<file path="src/rtl/snp_pkg.sv">
package snp_pkg;

  typedef enum logic [1:0] {
    RSP_NONE = 2'b00,
    RSP_OK   = 2'b01,
    RSP_BLK  = 2'b10,
    RSP_BAD  = 2'b11
  } rsp_e;

  typedef enum logic [1:0] {
    OUT_NONE  = 2'b00,
    OUT_OK    = 2'b01,
    OUT_BLK   = 2'b10,
    OUT_RETRY = 2'b11
  } out_e;

  typedef enum logic [1:0] {
    ST_IDLE    = 2'b00,
    ST_POLL    = 2'b01,
    ST_RESOLVE = 2'b10,
    ST_BLOCKED = 2'b11
  } st_e;

  localparam logic [1:0] CMD_RD = 2'b01;
  localparam logic [1:0] CMD_WR = 2'b10;

endpackage

</file>
<file path="src/rtl/snp_poll_order.sv">
module snp_poll_order #(
  parameter int                NPORTS      = 4,
  parameter logic [NPORTS-1:0] MASTER_MASK = '0,
  localparam int               IDW         = (NPORTS > 1) ? $clog2(NPORTS) : 1
) (
  output logic [IDW-1:0] order_o [NPORTS]
);

  // Masters occupy the first slots, slaves the rest; both ascending.
  always_comb begin
    int k;
    k = 0;
    for (int i = 0; i < NPORTS; i++) order_o[i] = '0;
    for (int i = 0; i < NPORTS; i++) begin
      if (MASTER_MASK[i]) begin
        order_o[k] = IDW'(i);
        k = k + 1;
      end
    end
    for (int i = 0; i < NPORTS; i++) begin
      if (!MASTER_MASK[i]) begin
        order_o[k] = IDW'(i);
        k = k + 1;
      end
    end
  end

endmodule

</file>
<file path="src/rtl/snp_accum.sv">
module snp_accum
  import snp_pkg::*;
#(
  parameter int IDW = 2
) (
  input  logic           clk,
  input  logic           rst_n,
  input  logic           clr_i,
  input  logic           smp_i,
  input  rsp_e           code_i,
  input  logic [IDW-1:0] port_i,
  output logic           have_o,
  output rsp_e           code_o,
  output logic [IDW-1:0] port_o,
  output logic           multi_o
);

  logic           have_q, have_d;
  rsp_e           code_q, code_d;
  logic [IDW-1:0] port_q, port_d;
  logic           multi_q, multi_d;
  logic           is_result;

  assign is_result = (code_i == RSP_OK) || (code_i == RSP_BLK);

  always_comb begin
    have_d  = have_q;
    code_d  = code_q;
    port_d  = port_q;
    multi_d = multi_q;
    if (clr_i) begin
      have_d  = 1'b0;
      code_d  = RSP_NONE;
      port_d  = '0;
      multi_d = 1'b0;
    end else if (smp_i && is_result) begin
      if (have_q) begin
        multi_d = 1'b1;
      end else begin
        have_d = 1'b1;
        code_d = code_i;
        port_d = port_i;
      end
    end
  end

  always_ff @(posedge clk or negedge rst_n) begin
    if (!rst_n) begin
      have_q  <= 1'b0;
      code_q  <= RSP_NONE;
      port_q  <= '0;
      multi_q <= 1'b0;
    end else begin
      have_q  <= have_d;
      code_q  <= code_d;
      port_q  <= port_d;
      multi_q <= multi_d;
    end
  end

  assign have_o  = have_q;
  assign code_o  = code_q;
  assign port_o  = port_q;
  assign multi_o = multi_q;

endmodule

</file>
<file path="src/rtl/snp_resolver.sv">
module snp_resolver
  import snp_pkg::*;
#(
  parameter int                NPORTS      = 4,
  parameter int                AW          = 16,
  parameter logic [NPORTS-1:0] MASTER_MASK = 4'b1010,
  localparam int               IDW         = (NPORTS > 1) ? $clog2(NPORTS) : 1
) (
  input  logic                clk,
  input  logic                rst_n,
  input  logic                req_valid,
  input  logic [IDW-1:0]      req_id,
  input  logic [1:0]          req_cmd,
  input  logic [AW-1:0]       req_addr,
  output logic                req_ready,
  output logic                poll_valid,
  output logic [IDW-1:0]      poll_port,
  output logic [1:0]          poll_cmd,
  output logic [AW-1:0]       poll_addr,
  input  logic [2*NPORTS-1:0] rsp_code,
  input  logic [NPORTS-1:0]   rsp_nack,
  input  logic                release_valid,
  input  logic [IDW-1:0]      release_id,
  output logic                done,
  output logic [1:0]          done_outcome,
  output logic [IDW-1:0]      done_responder,
  output logic                err_multi,
  output logic                err_none,
  output logic                snoop_cmpl,
  output logic [IDW-1:0]      snoop_cmpl_id,
  output logic                proto_err,
  output logic                bus_blocked,
  output logic [IDW-1:0]      blocked_id
);

  localparam logic [IDW-1:0] LAST_SLOT = IDW'(NPORTS - 1);

  st_e            st_q, st_d;
  logic [IDW-1:0] slot_q, slot_d;
  logic [IDW-1:0] rid_q, rid_d;
  logic [1:0]     cmd_q, cmd_d;
  logic [AW-1:0]  addr_q, addr_d;
  logic           nack_q, nack_d;
  logic [IDW-1:0] bid_q, bid_d;
  logic           perr_q, perr_d;

  logic [IDW-1:0] order [NPORTS];
  logic           acc_clr, acc_smp;
  logic           acc_have, acc_multi;
  rsp_e           acc_code;
  logic [IDW-1:0] acc_port;
  rsp_e           cur_code;
  logic           cur_nack;
  out_e           outcome;

  snp_poll_order #(
    .NPORTS      (NPORTS),
    .MASTER_MASK (MASTER_MASK)
  ) u_order (
    .order_o (order)
  );

  assign poll_port  = order[slot_q];
  assign poll_valid = (st_q == ST_POLL) && (poll_port != rid_q);
  assign cur_code   = rsp_e'(rsp_code[{poll_port, 1'b0} +: 2]);
  assign cur_nack   = rsp_nack[poll_port];
  assign acc_smp    = poll_valid && !cur_nack;

  snp_accum #(
    .IDW (IDW)
  ) u_accum (
    .clk     (clk),
    .rst_n   (rst_n),
    .clr_i   (acc_clr),
    .smp_i   (acc_smp),
    .code_i  (cur_code),
    .port_i  (poll_port),
    .have_o  (acc_have),
    .code_o  (acc_code),
    .port_o  (acc_port),
    .multi_o (acc_multi)
  );

  // Outcome of the finished scan.
  always_comb begin
    if (nack_q)                  outcome = OUT_RETRY;
    else if (!acc_have)          outcome = OUT_NONE;
    else if (acc_code == RSP_BLK) outcome = OUT_BLK;
    else                         outcome = OUT_OK;
  end

  // Next-state logic.
  always_comb begin
    st_d    = st_q;
    slot_d  = slot_q;
    rid_d   = rid_q;
    cmd_d   = cmd_q;
    addr_d  = addr_q;
    nack_d  = nack_q;
    bid_d   = bid_q;
    perr_d  = perr_q;
    acc_clr = 1'b0;
    if (poll_valid && (cur_code == RSP_BAD)) perr_d = 1'b1;
    unique case (st_q)
      ST_IDLE: begin
        if (req_valid) begin
          st_d    = ST_POLL;
          slot_d  = '0;
          rid_d   = req_id;
          cmd_d   = req_cmd;
          addr_d  = req_addr;
          nack_d  = 1'b0;
          acc_clr = 1'b1;
        end
      end
      ST_POLL: begin
        if (poll_valid && cur_nack) begin
          nack_d = 1'b1;
          st_d   = ST_RESOLVE;
        end else if (slot_q == LAST_SLOT) begin
          st_d = ST_RESOLVE;
        end else begin
          slot_d = slot_q + 1'b1;
        end
      end
      ST_RESOLVE: begin
        if (outcome == OUT_BLK) begin
          st_d  = ST_BLOCKED;
          bid_d = acc_port;
        end else begin
          st_d = ST_IDLE;
        end
      end
      ST_BLOCKED: begin
        if (release_valid && (release_id == bid_q)) st_d = ST_IDLE;
      end
      default: st_d = ST_IDLE;
    endcase
  end

  always_ff @(posedge clk or negedge rst_n) begin
    if (!rst_n) begin
      st_q   <= ST_IDLE;
      slot_q <= '0;
      rid_q  <= '0;
      cmd_q  <= '0;
      addr_q <= '0;
      nack_q <= 1'b0;
      bid_q  <= '0;
      perr_q <= 1'b0;
    end else begin
      st_q   <= st_d;
      slot_q <= slot_d;
      rid_q  <= rid_d;
      cmd_q  <= cmd_d;
      addr_q <= addr_d;
      nack_q <= nack_d;
      bid_q  <= bid_d;
      perr_q <= perr_d;
    end
  end

  assign req_ready      = (st_q == ST_IDLE);
  assign poll_cmd       = cmd_q;
  assign poll_addr      = addr_q;
  assign done           = (st_q == ST_RESOLVE);
  assign done_outcome   = outcome;
  assign done_responder = ((outcome == OUT_OK) || (outcome == OUT_BLK)) ? acc_port : '0;
  assign err_multi      = done && !nack_q && acc_multi;
  assign err_none       = done && !nack_q && !acc_have &&
                          ((cmd_q == CMD_RD) || (cmd_q == CMD_WR));
  assign snoop_cmpl     = done && ((outcome == OUT_OK) || (outcome == OUT_NONE));
  assign snoop_cmpl_id  = rid_q;
  assign proto_err      = perr_q;
  assign bus_blocked    = (st_q == ST_BLOCKED);
  assign blocked_id     = bid_q;

endmodule

</file>
<file path="config.mk">
export PLATFORM = sky130hd
export DESIGN_NAME = snp_resolver
export DESIGN_NICKNAME = d
export VERILOG_FILES = /design/src/rtl/snp_pkg.sv /design/src/rtl/snp_poll_order.sv /design/src/rtl/snp_accum.sv /design/src/rtl/snp_resolver.sv
export SDC_FILE = /design/constraint.sdc
export NUM_CORES = 1
export LEC_CHECK = 0
export ABC_AREA = 1
export BUFFER_PORTS_ARGS = -buffer_cell sky130_fd_sc_hd__buf_4
export CAP_MARGIN = 20
export CORE_AREA = 2 2 83 85
export DETAILED_ROUTE_END_ITERATION = 6
export DIE_AREA = 0 0 85 87
export GPL_TIMING_DRIVEN = 1
export HOLD_SLACK_MARGIN = 0.02
export PLACE_DENSITY = 0.58
export SKIP_CTS_REPAIR_TIMING = 1
export SLEW_MARGIN = 30
export SYNTH_ARGS = -nofsm -noshare
export SYNTH_HDL_FRONTEND = slang
export SYNTH_HIERARCHICAL = 1
export SYNTH_SLANG_ARGS = --single-unit
</file>
<file path="constraint.sdc">
create_clock -name clk -period 1.5 [get_ports clk]
set_input_delay 0.3 -clock clk [delete_from_list [all_inputs] [get_ports clk]]
set_output_delay 0.3 -clock clk [all_outputs]
set_load 0.05 [all_outputs]
</file>
==> results of run 1 <==
per-layer routing:
layer | global-route usage | vias up | part of all wire
met5 | 0 | - | 0
met4 | 0.03896 | 0 | 0.011
met3 | 0.03602 | 6 | 0.069
met2 | 0.2237 | 59 | 0.51
met1 | 0.1634 | 878 | 0.42
li1 | - | 969 | -
state kept, by name, indices dropped and copies added, names as in the netlist:
| signal | count |
|---|---|
| poll_addr | 16 |
| blocked_id | 2 |
| poll_cmd | 2 |
| slot_q | 2 |
| snoop_cmpl_id | 2 |
| st_q | 2 |
| u_accum/code_o | 2 |
| u_accum/port_o | 2 |
| nack_q | 1 |
| proto_err | 1 |
| u_accum/have_o | 1 |
| u_accum/multi_o | 1 |
layout by cell type (no fill, tap or decap), drive strengths merged, types with 2 or more instances in the layout:
| master | instances |
|---|---|
| nand2 | 113 |
| buf | 106 |
| dfrtp | 34 |
| inv | 26 |
| nand3 | 18 |
| nor2 | 13 |
| o21ai | 11 |
| conb | 8 |
| clkbuf | 7 |
| nand4 | 4 |
| and3 | 2 |
| xnor2 | 2 |
| mux2 | 2 |
| clkinv | 2 |
per-stage QoR:
stage / TNS (ns) / utilization / total power, W / hold slack (ns)
floorplan: -1.230 / - / 0.004620 / 0.004409
global placement: -1.240 / 0.4179 / 0.005973 / 0.2864
detailed placement: -1.347 / 0.4179 / 0.006012 / 0.2900
CTS: -3.093 / 0.4350 / 0.006900 / -0.02298
global route: -4.502 / 0.4920 / 0.008112 / 0.2063
finish: -2.427 / 0.4920 / 0.007617 / 0.2111
synth_stat cells:
cell and number:
nor2_4 2, nor3_1 1, ha_1 1, inv_1 21
o21bai_1 1, nand3_2 6, nor2_2 2, a211oi_1 1
xnor2_1 2, a21oi_1 1, o21ai_1 2, nand2_1 101
nand2_2 10, o211ai_1 1, nor2_1 9, o21ai_0 6
mux2_1 2, nand3_1 10, buf_4 8, nand3_4 2
nand2_4 2, dfrtp_1 34, nand4_1 4, buf_2 3
conb_1 2, and3_1 2, o21ai_2 3, inv_2 8
worst min-delay path by stage:
stage / slack (ns) / startpoint / cells past startpoint / to
floorplan: 0.004 / rst_n / 0 / blocked_id[0]$_DFFE_PN0P_
global placement: 0.29 / rst_n / 1 / st_q[0]$_DFFE_PN0P_
detailed placement: 0.29 / rst_n / 1 / st_q[0]$_DFFE_PN0P_
CTS: -0.02 / rst_n / 1 / st_q[0]$_DFFE_PN0P_
global route: 0.21 / req_addr[1] / 3 / poll_addr[1]$_DFFE_PN0P_
finish: 0.21 / req_addr[14] / 3 / poll_addr[14]$_DFFE_PN0P_
kinds of logic (layout without fill, tap and decap cells):
family / Yosys count / in the layout / share of synthesized area
other: 2 / 8 / 0.003933
adder cells (fa/ha/maj): 1 / 1 / 0.006552
multiplexers: 2 / 2 / 0.01179
AO/OA/AOI/OAI: 15 / 15 / 0.04915
AND/OR/NAND/NOR: 151 / 151 / 0.3774
flip-flops: 34 / 34 / 0.4456
XOR/XNOR: 2 / 2 / 0.009176
buffers and inverters: 40 / 144 / 0.09633
final cells by class:
cell class | count | area, um2 | area share
inverter | 29 | 132.6 | 0.04104
multi-input combinational | 179 | 1096 | 0.3391
tap | 80 | 100.1 | 0.03097
sequential | 34 | 857.1 | 0.2652
clock inverter | 1 | 30.03 | 0.009292
timing repair buffer | 108 | 933.4 | 0.2888
clock buffer | 6 | 82.58 | 0.02555
where the power goes:
group	internal [W]	total, W	switching, W
sequential	0.00131	0.00164	0.000329
clock	0.000531	0.000855	0.000324
combinational	0.00194	0.00512	0.00318
critical path, cell delays in order, from the launching register on:
cell and delay (ns):
dfrtp_2 0.45, inv_2 0.08, nand2_2 0.06, nand3_4 0.09, nand3_1 0.10, nand2_2 0.08
nand2_2 0.07, nand2_4 0.08, clkinvlp_4 0.08, buf_6 0.15
==> key figures, run 1 <==
Worst setup path
  • Reg2Reg Setup Slack: -0.23 ns
  • Crit Reg-Reg Endpoint: u_accum/port_o[1]$_DFFE_PN0P_
  • Crit. Startpoint: slot_q[0]$_DFFE_PN0P_
  • CP required: 1.20 ns
  • Cell depth of the worst flop-to-flop path: 17
  • Crit Path Class: reg -> out
  • Worst EP arrival: 1.51 ns
  • Critical-path maximum fanout: 6
  • CP Capture Type: output pin
  • Worst R2R Start: slot_q[0]$_DFFE_PN0P_
  • Startpoint Class: flop
  • Worst setup endpoint: poll_valid

Outcome
  • Status: complete, but fails checks
  • Failing checks: negative setup slack

Die
  • Die height: 87 um
  • Io pins: 74
  • Core Area: 0.006569 mm2
  • Die extent in x: 85 um
  • Die Footprint: 0.007395 mm2
  • Initial Util: 0.2907
  • Row cnt: 30

Min path
  • Type of the worst min-delay path: in -> reg

CTS
  • Worst-Skew Late Latency: 0.28 ns
  • Clock slew at reported path FFs: 0.07 ns
  • TritonCTS clock tree: yes
  • H-tree levels: 2
  • Max Root-Sink Buffers: 2
  • Clk root buf: clkbuf_8
  • TritonCTS buffer count: 5
  • Clock Sinks: 34

Drt
  • 1st-iter DRT viols: 23
  • Via density: 4.375
  • Total number of vias: 1912
  • DR pass1 iterations: 4
  • Routed Antenna Nets: 0
  • DRC viols: 0
  • DR WL/cell: ~11 um
  • Final WL: 4901 um

STA
  • Final Setup Violations: 15
  • Setup WS post-layout: -0.3146 ns
  • Min cycle time layout: 1.815 ns
  • Slew Viols, Final: 0
  • Final hold violation count: 0
  • Final Skew: between 0.007 and 0.008 ns
  • Final worst path period share: 1.210
  • RSZ-0062 raised after global routing: true
  • Fmax: approximately 0.55 GHz

Logic synthesis
  • Yosys reg bits: 34
  • Post-synth cell types: 28
  • Post-synth design cell area: 0.001909 mm2
  • Top cell type's share of synthesized area: 0.4456
  • Post-synth top area cell: dfrtp_1
  • Number of synthesis warnings: 6
  • Post-synthesis cell count: 247
  • Avg Cell Area, Syn: 7.730 um2
  • Synth area leaders: dfrtp_1 (45%), nand2_1 (20%), inv_1 (4.1%)
  • Seq/Total Area, Yosys: 0.4456

Pwr
  • P_leak: roughly 1.7 nW
  • VDD IR max: around 1.5 mV
  • Pwr Density: approximately 2400 mW/mm2

GRT
  • First-pass GRT wire length: 7810 um
  • Total GRT Usage: 0.1315
  • Vias in the first global route: 1765
  • Initial antenna violation count: 0
  • Grt total ovfl: 0
  • Largest net degree at the start of global routing: 35

Place
  • Setup WS pre-CTS: -0.2153 ns
  • PortBufs: 73
  • Inst Count DP: 417
  • Gpl congestion: 0.8087
  • HPWL after DPL: between 3000 and 4000 um
  • Post-Place Cell Area: 0.002745 mm2

Cells and area
  • Layout Nets: 396
  • Filler cells: 624
  • Share of post-route cells with drive strength above 1: 0.5602
  • Post-layout instance area: 0.003232 mm2
  • Post-Layout Cell Count: 437
  • Antenna diodes: 0
  • Area Overhead vs Synth: 69.27%

Flow run
  • Max-cap violations: 0
No activity file was read; power rests on OpenSTA's default activity.
==> run 2: changes to the inputs <==
==> constraint.sdc (replaced) <==
create_clock -name clk -period 1.5 [get_ports clk]
set_input_delay 0.45 -clock clk [delete_from_list [all_inputs] [get_ports clk]]
set_output_delay 0.45 -clock clk [all_outputs]
set_load 0.05 [all_outputs]
==> run 2 against run 1 <==
The run still ends with negative setup slack left. Fmax decreased by 7.6%. Non-clock buffer count increased by 5. Worst setup slack got worse by 0.15 ns. Clock power decreased by 15%. Cell count increased by 1.4%. Clock-buffer cell count unchanged. Sequential power decreased by 4%. Largest cell class unchanged.
==> key figures, run 2 (same netlist as run 1, synthesis figures left out) <==
Pwr
  • Clock power share: 0.096
  • Sw power: approximately 0.0039 W
  • Seq pwr share: 0.208
  • VDD IR max: 1.400 mV
  • Pint: 0.003711 W
  • Total power: 0.007580 W
  • Pwr Density: between 2000 and 2500 mW/mm2
  • Net Sw Frac: 0.5104
  • P_leak: around 1.7 nW
  • Comb power frac: 0.696

Cells and area
  • Number of flip-flops in the largest register: 16
  • Area Overhead vs Synth: 69.14%
  • Share of post-route cells with drive strength above 1: 0.5427
  • Antenna diodes: 0
  • Commonest non-fill, non-tap cell in the layout: buf_4
  • Layout Utilization: 0.4916
  • Layout Nets: 401
  • Commonest cells after routing, fill and taps aside: buf_4 (89), nand2_1 (84), dfrtp_1 (30)

CTS
  • Clock Sinks: 34
  • TritonCTS clock tree: yes
  • H-tree levels: 2
  • Clock slew at reported path FFs: 0.07 ns
  • Worst-Skew Late Latency: 0.29 ns
  • Clk root buf: clkbuf_8
  • Max Root-Sink Buffers: 2
  • TritonCTS buffer count: 5

STA
  • Slew Viols, Final: 0
  • Fmax: 0.5091 GHz
  • Final hold violation count: 0
  • Final Skew: 0.005779 ns
  • Final worst path period share: 1.310
  • WHS: 0.09627 ns
  • Final Setup Violations: 41
  • Min cycle time layout: 1.964 ns
  • RSZ-0062 raised after global routing: true
  • Setup WS post-layout: -0.4643 ns

Die
  • Initial Util: 0.2907
  • Die Footprint: 0.007395 mm2
  • Row cnt: 30
  • Die height: just under 90 um
  • Core Area: between 0.006 and 0.007 mm2
  • Io pins: 74
  • Die extent in x: approximately 85 um

GRT
  • Grt total ovfl: 0
  • Vias in the first global route: 1747
  • Largest net degree at the start of global routing: 35
  • First-pass GRT wire length: 7693 um
  • Total GRT Usage: 0.1311
  • Initial antenna violation count: 0

Worst setup path
  • Crit Path Class: reg -> out
  • Most frequent CP cell: nand2_2
  • Cell depth of the worst flop-to-flop path: 13
  • Startpoint Class: flop
  • Worst EP arrival: between 1.5 and 2 ns
  • Crit Reg-Reg Endpoint: u_accum/code_o[1]$_DFFE_PN0P_
  • CP max-delay cell: dfrtp_2
  • CP cell instances: nand2_2, nand3_4, nand2_4, nand2_2, nand2_2, nand2_2, nand2_4, clkinvlp_4, buf_6
  • Largest stage delay on the critical path: about 0.45 ns
  • CP required: between 1 and 1.5 ns
  • Worst R2R Start: slot_q[0]$_DFFE_PN0P_
  • CP Capture Type: output pin
  • Critical-path maximum fanout: 6
  • Reg2Reg Setup Slack: -0.22 ns

Drt
  • DR pass1 iterations: 4
  • Final WL: 4907 um
  • 1st-iter DRT viols: 59
  • Routed Antenna Nets: 0
  • Total number of vias: between 1.5k and 2k
  • Via density: 4.275
  • DRC viols: 0
  • DR WL/cell: around 11 um

Min path
  • Type of the worst min-delay path: in -> async

Place
  • Setup WS pre-CTS: -0.2557 ns
  • PortBufs: 73
  • HPWL after DPL: 3643 um
  • Gpl congestion: just under 0.8

Outcome
  • Failing checks: negative setup slack
  • Status: complete, but fails checks

Flow run
  • Max-cap violations: 0
-- run 2: cell types whose count changed in the layout (fill, tap and decap cells not counted), sizes merged --
cell	change
buf	+6
bufinv	-1
clkinvlp	+1
dlygate4sd3	-1
inv	+1
-- run 2: worst max path at each step --
stage	start	end	slack, ns	depth (start not counted)
4_1_cts	slot_q[1]$_DFFE_PN0P_	poll_valid	-0.58	9
3_5_place_dp	slot_q[1]$_DFFE_PN0P_	poll_valid	-0.26	9
5_1_grt	slot_q[0]$_DFFE_PN0P_	poll_valid	-0.54	9
3_3_place_gp	slot_q[0]$_DFFE_PN0P_	poll_valid	-0.24	9
6_report	slot_q[0]$_DFFE_PN0P_	poll_valid	-0.46	9
2_1_floorplan	st_q[1]$_DFFE_PN0P_	err_none	-0.40	4
-- run 2: final cells by class --
class | count | area, um2
fill | 639 | 3339
multi-input combinational | 179 | 1056
timing repair buffer | 113 | 984.7
sequential | 34 | 855.8
inverter | 29 | 137.6
tap | 80 | 100.1
clock buffer | 6 | 82.58
clock inverter | 2 | 12.51
-- run 2: per-stage QoR --
step           setup TNS [ns]  cells  cell area [um2]
6_report               -6.078    443             3229
5_1_grt                -9.592    443             3229
4_1_cts                -5.342    433             2915
3_5_place_dp           -2.060    425             2820
3_3_place_gp           -1.726    425             2820
2_1_floorplan          -1.830    253             2016
-- run 2: power by group through the flow --
stage / clock [W] / combinational [W] / sequential, W
2_1_floorplan: 0 / 0.00211 / 0.00252
3_3_place_gp: 0 / 0.00456 / 0.00157
3_5_place_dp: 0 / 0.00460 / 0.00157
4_1_cts: 0.000743 / 0.00461 / 0.00157
5_1_grt: 0.000775 / 0.00567 / 0.00164
6_report: 0.000726 / 0.00528 / 0.00158
-- run 2: critical path: cells and delay by family, from the launching register on --
family	cells	cell delay [ns]
AND/OR/NAND/NOR	7	0.53
buffers and inverters	2	0.23
flip-flops	1	0.45
-- run 2: per-layer routing --
metal	wire [um]	track usage	vias up	part of all wire
met2	2427	0.2308	52	0.49
li1	-	-	977	-
met4	61	0.04329	0	0.012
met3	296	0.03602	6	0.060
met1	2122	0.1546	859	0.43
met5	0	0	-	0
==> run 3: changes to the inputs <==
==> constraint.sdc (replaced) <==
create_clock -name clk -period 1.5 [get_ports clk]
set_input_delay 0.45 -clock clk [delete_from_list [all_inputs] [get_ports clk]]
set_output_delay 0.45 -clock clk [all_outputs]
set_load 0.02 [all_outputs]
==> run 3 against run 2 <==
The run still ends with negative setup slack left. First-iteration DRC count rose by 36%. Highest routed layer unchanged. Register-to-register slack worse by 0.16 ns. Flip-flop and latch count unchanged. Sequential power barely moved. Hold slack better by 0.0015 ns. Largest power group unchanged. Combinational power fell by 10%.
==> key figures, run 3 (same netlist as run 1, synthesis figures left out) <==
Cells and area
  • Number of flip-flops in the largest register: 16
  • Commonest cells after routing, fill and taps aside: buf_4 (91), nand2_1 (78), dfrtp_1 (31)
  • Commonest non-fill, non-tap cell in the layout: buf_4
  • Antenna diodes: 0
  • Multi-input logic area: about 0.0011 mm2
  • Post-Layout Cell Count: 450
  • Layout Nets: between 400 and 500
  • Share of post-route cells with drive strength above 1: 0.5811
  • Area Overhead vs Synth: 78.31%
  • FF/Latch Area: 854.6 um2
  • Filler cells: 604

Worst setup path
  • CP max-delay cell: dfrtp_2
  • CP required: 1.05 ns
  • Worst R2R Start: slot_q[0]$_DFFE_PN0P_
  • CP cell instances: inv_2, nand2_2, nand3_4, nand2_8, nand2_4, nand2_2, nand2_2, nand2_4, inv_2, buf_6
  • CP Capture Type: output pin
  • Most frequent CP cell: nand2_2
  • Crit Path Class: reg -> out
  • Worst EP arrival: about 1.5 ns
  • Largest stage delay on the critical path: 0.45 ns
  • Crit. Startpoint: slot_q[0]$_DFFE_PN0P_
  • Delay-heaviest family, CP: simple AND/OR/NAND/NOR gates
  • Startpoint Class: flop
  • Critical-path maximum fanout: 5
  • CP Buf/Inv Count: 3

Drt
  • DRC viols: 0
  • 1st-iter DRT viols: 80
  • DR WL/cell: 12.41 um
  • DR pass1 iterations: 4
  • Total number of vias: 1994
  • Routed Antenna Nets: 0
  • Via density: 4.431
  • Final WL: 5583 um

Min path
  • Type of the worst min-delay path: in -> async

Die
  • Row cnt: 30
  • Die height: 87 um
  • Core Area: 0.006569 mm2
  • Initial Util: 0.2907
  • Die Footprint: 0.007395 mm2
  • Die extent in x: 85 um
  • Io pins: 74

CTS
  • Clock slew at reported path FFs: 0.08 ns
  • TritonCTS clock tree: yes
  • Max Root-Sink Buffers: 2
  • Clk root buf: clkbuf_8
  • Clock Sinks: 34
  • Worst-Skew Late Latency: 0.28 ns
  • TritonCTS buffer count: 5
  • H-tree levels: 2

Outcome
  • Status: complete, but fails checks
  • Failing checks: negative setup slack

GRT
  • Initial antenna violation count: 0
  • First-pass GRT wire length: 8487 um
  • Total GRT Usage: 0.1435
  • Largest net degree at the start of global routing: 35
  • Vias in the first global route: 1823
  • Grt total ovfl: 0

Place
  • HPWL after DPL: 3989 um
  • PortBufs: 73
  • Setup WS pre-CTS: -0.2071 ns
  • Gpl congestion: 0.7800
  • Inst Count DP: 422

Pwr
  • VDD IR max: 1.337 mV
  • Total power: 0.007364 W
  • Pwr Density: 2163 mW/mm2
  • P_leak: approximately 1.8 nW

STA
  • Final hold violation count: 0
  • WHS: 0.09773 ns
  • Total Neg Setup Slack: -6.107 ns
  • Min cycle time layout: between 1.5 and 2 ns
  • Final Skew: 0.005015 ns
  • Setup WS post-layout: -0.4440 ns
  • Final worst path period share: 1.296
  • Final Setup Violations: 39
  • Slew Viols, Final: 0
  • Fmax: 0.5144 GHz
  • RSZ-0062 raised after global routing: true

Flow run
  • Max-cap violations: 0
## run 3: cell count changes in the layout (fill, tap and decap cells not counted), sizes merged
cell / previous run / this run
buf: 112 / 118
bufinv: 0 / 2
clkinv: 2 / 1
clkinvlp: 2 / 0
inv: 27 / 29
## run 3: final timing paths
path / slack (ns) / cells past startpoint / end
max: -0.44 / 10 / poll_valid
min reg2reg: 0.47 / 2 / poll_addr[1]$_DFFE_PN0P_
min in group clk: 0.36 / 3 / poll_addr[7]$_DFFE_PN0P_
min: 0.1 / 1 / snoop_cmpl_id[1]$_DFFE_PN0P_
max in group asynchronous: 1.04 / 1 / u_accum/code_o[0]$_DFFE_PN0P_
max reg2reg: -0.38 / 17 / u_accum/code_o[1]$_DFFE_PN0P_
## run 3: layer usage
metal	track usage	vias up	wire [um]
met3	0.05213	6	447
met1	0.1903	920	2364
met2	0.2251	74	2715
met5	0	-	0
met4	0.03175	0	56
li1	-	994	-
## run 3: power breakdown
group | switching [W] | internal, W | leakage [nW]
clock | 0.000363 | 0.000666 | 0.0683
combinational | 0.00251 | 0.00224 | 1.29
sequential | 0.000289 | 0.00130 | 0.422
total | 0.00316 | 0.00421 | 1.78
## run 3: area by class of cell
class | instances | area share
repair buffers | 120 | 0.3135
clock inverters | 3 | 0.02021
multi-input cells | 179 | 0.3286
clock buffers | 5 | 0.02021
inverters | 29 | 0.03712
well taps | 80 | 0.02940
flip-flops and latches | 34 | 0.2510
## run 3: worst reg2reg max path: cells and delay by family, from the launching register on
family                 cells  cell delay (ns)
and+or+nand+nor           12             0.91
DFF                        1             0.45
buffers and inverters      5             0.40
## run 3: per-stage QoR
step,instance area [um2],util
2_1_floorplan,1977,-
4_1_cts,2890,0.4400
5_1_grt,3405,0.5183
6_report,3405,0.5183
3_5_place_dp,2753,0.4190
3_3_place_gp,2753,0.4190
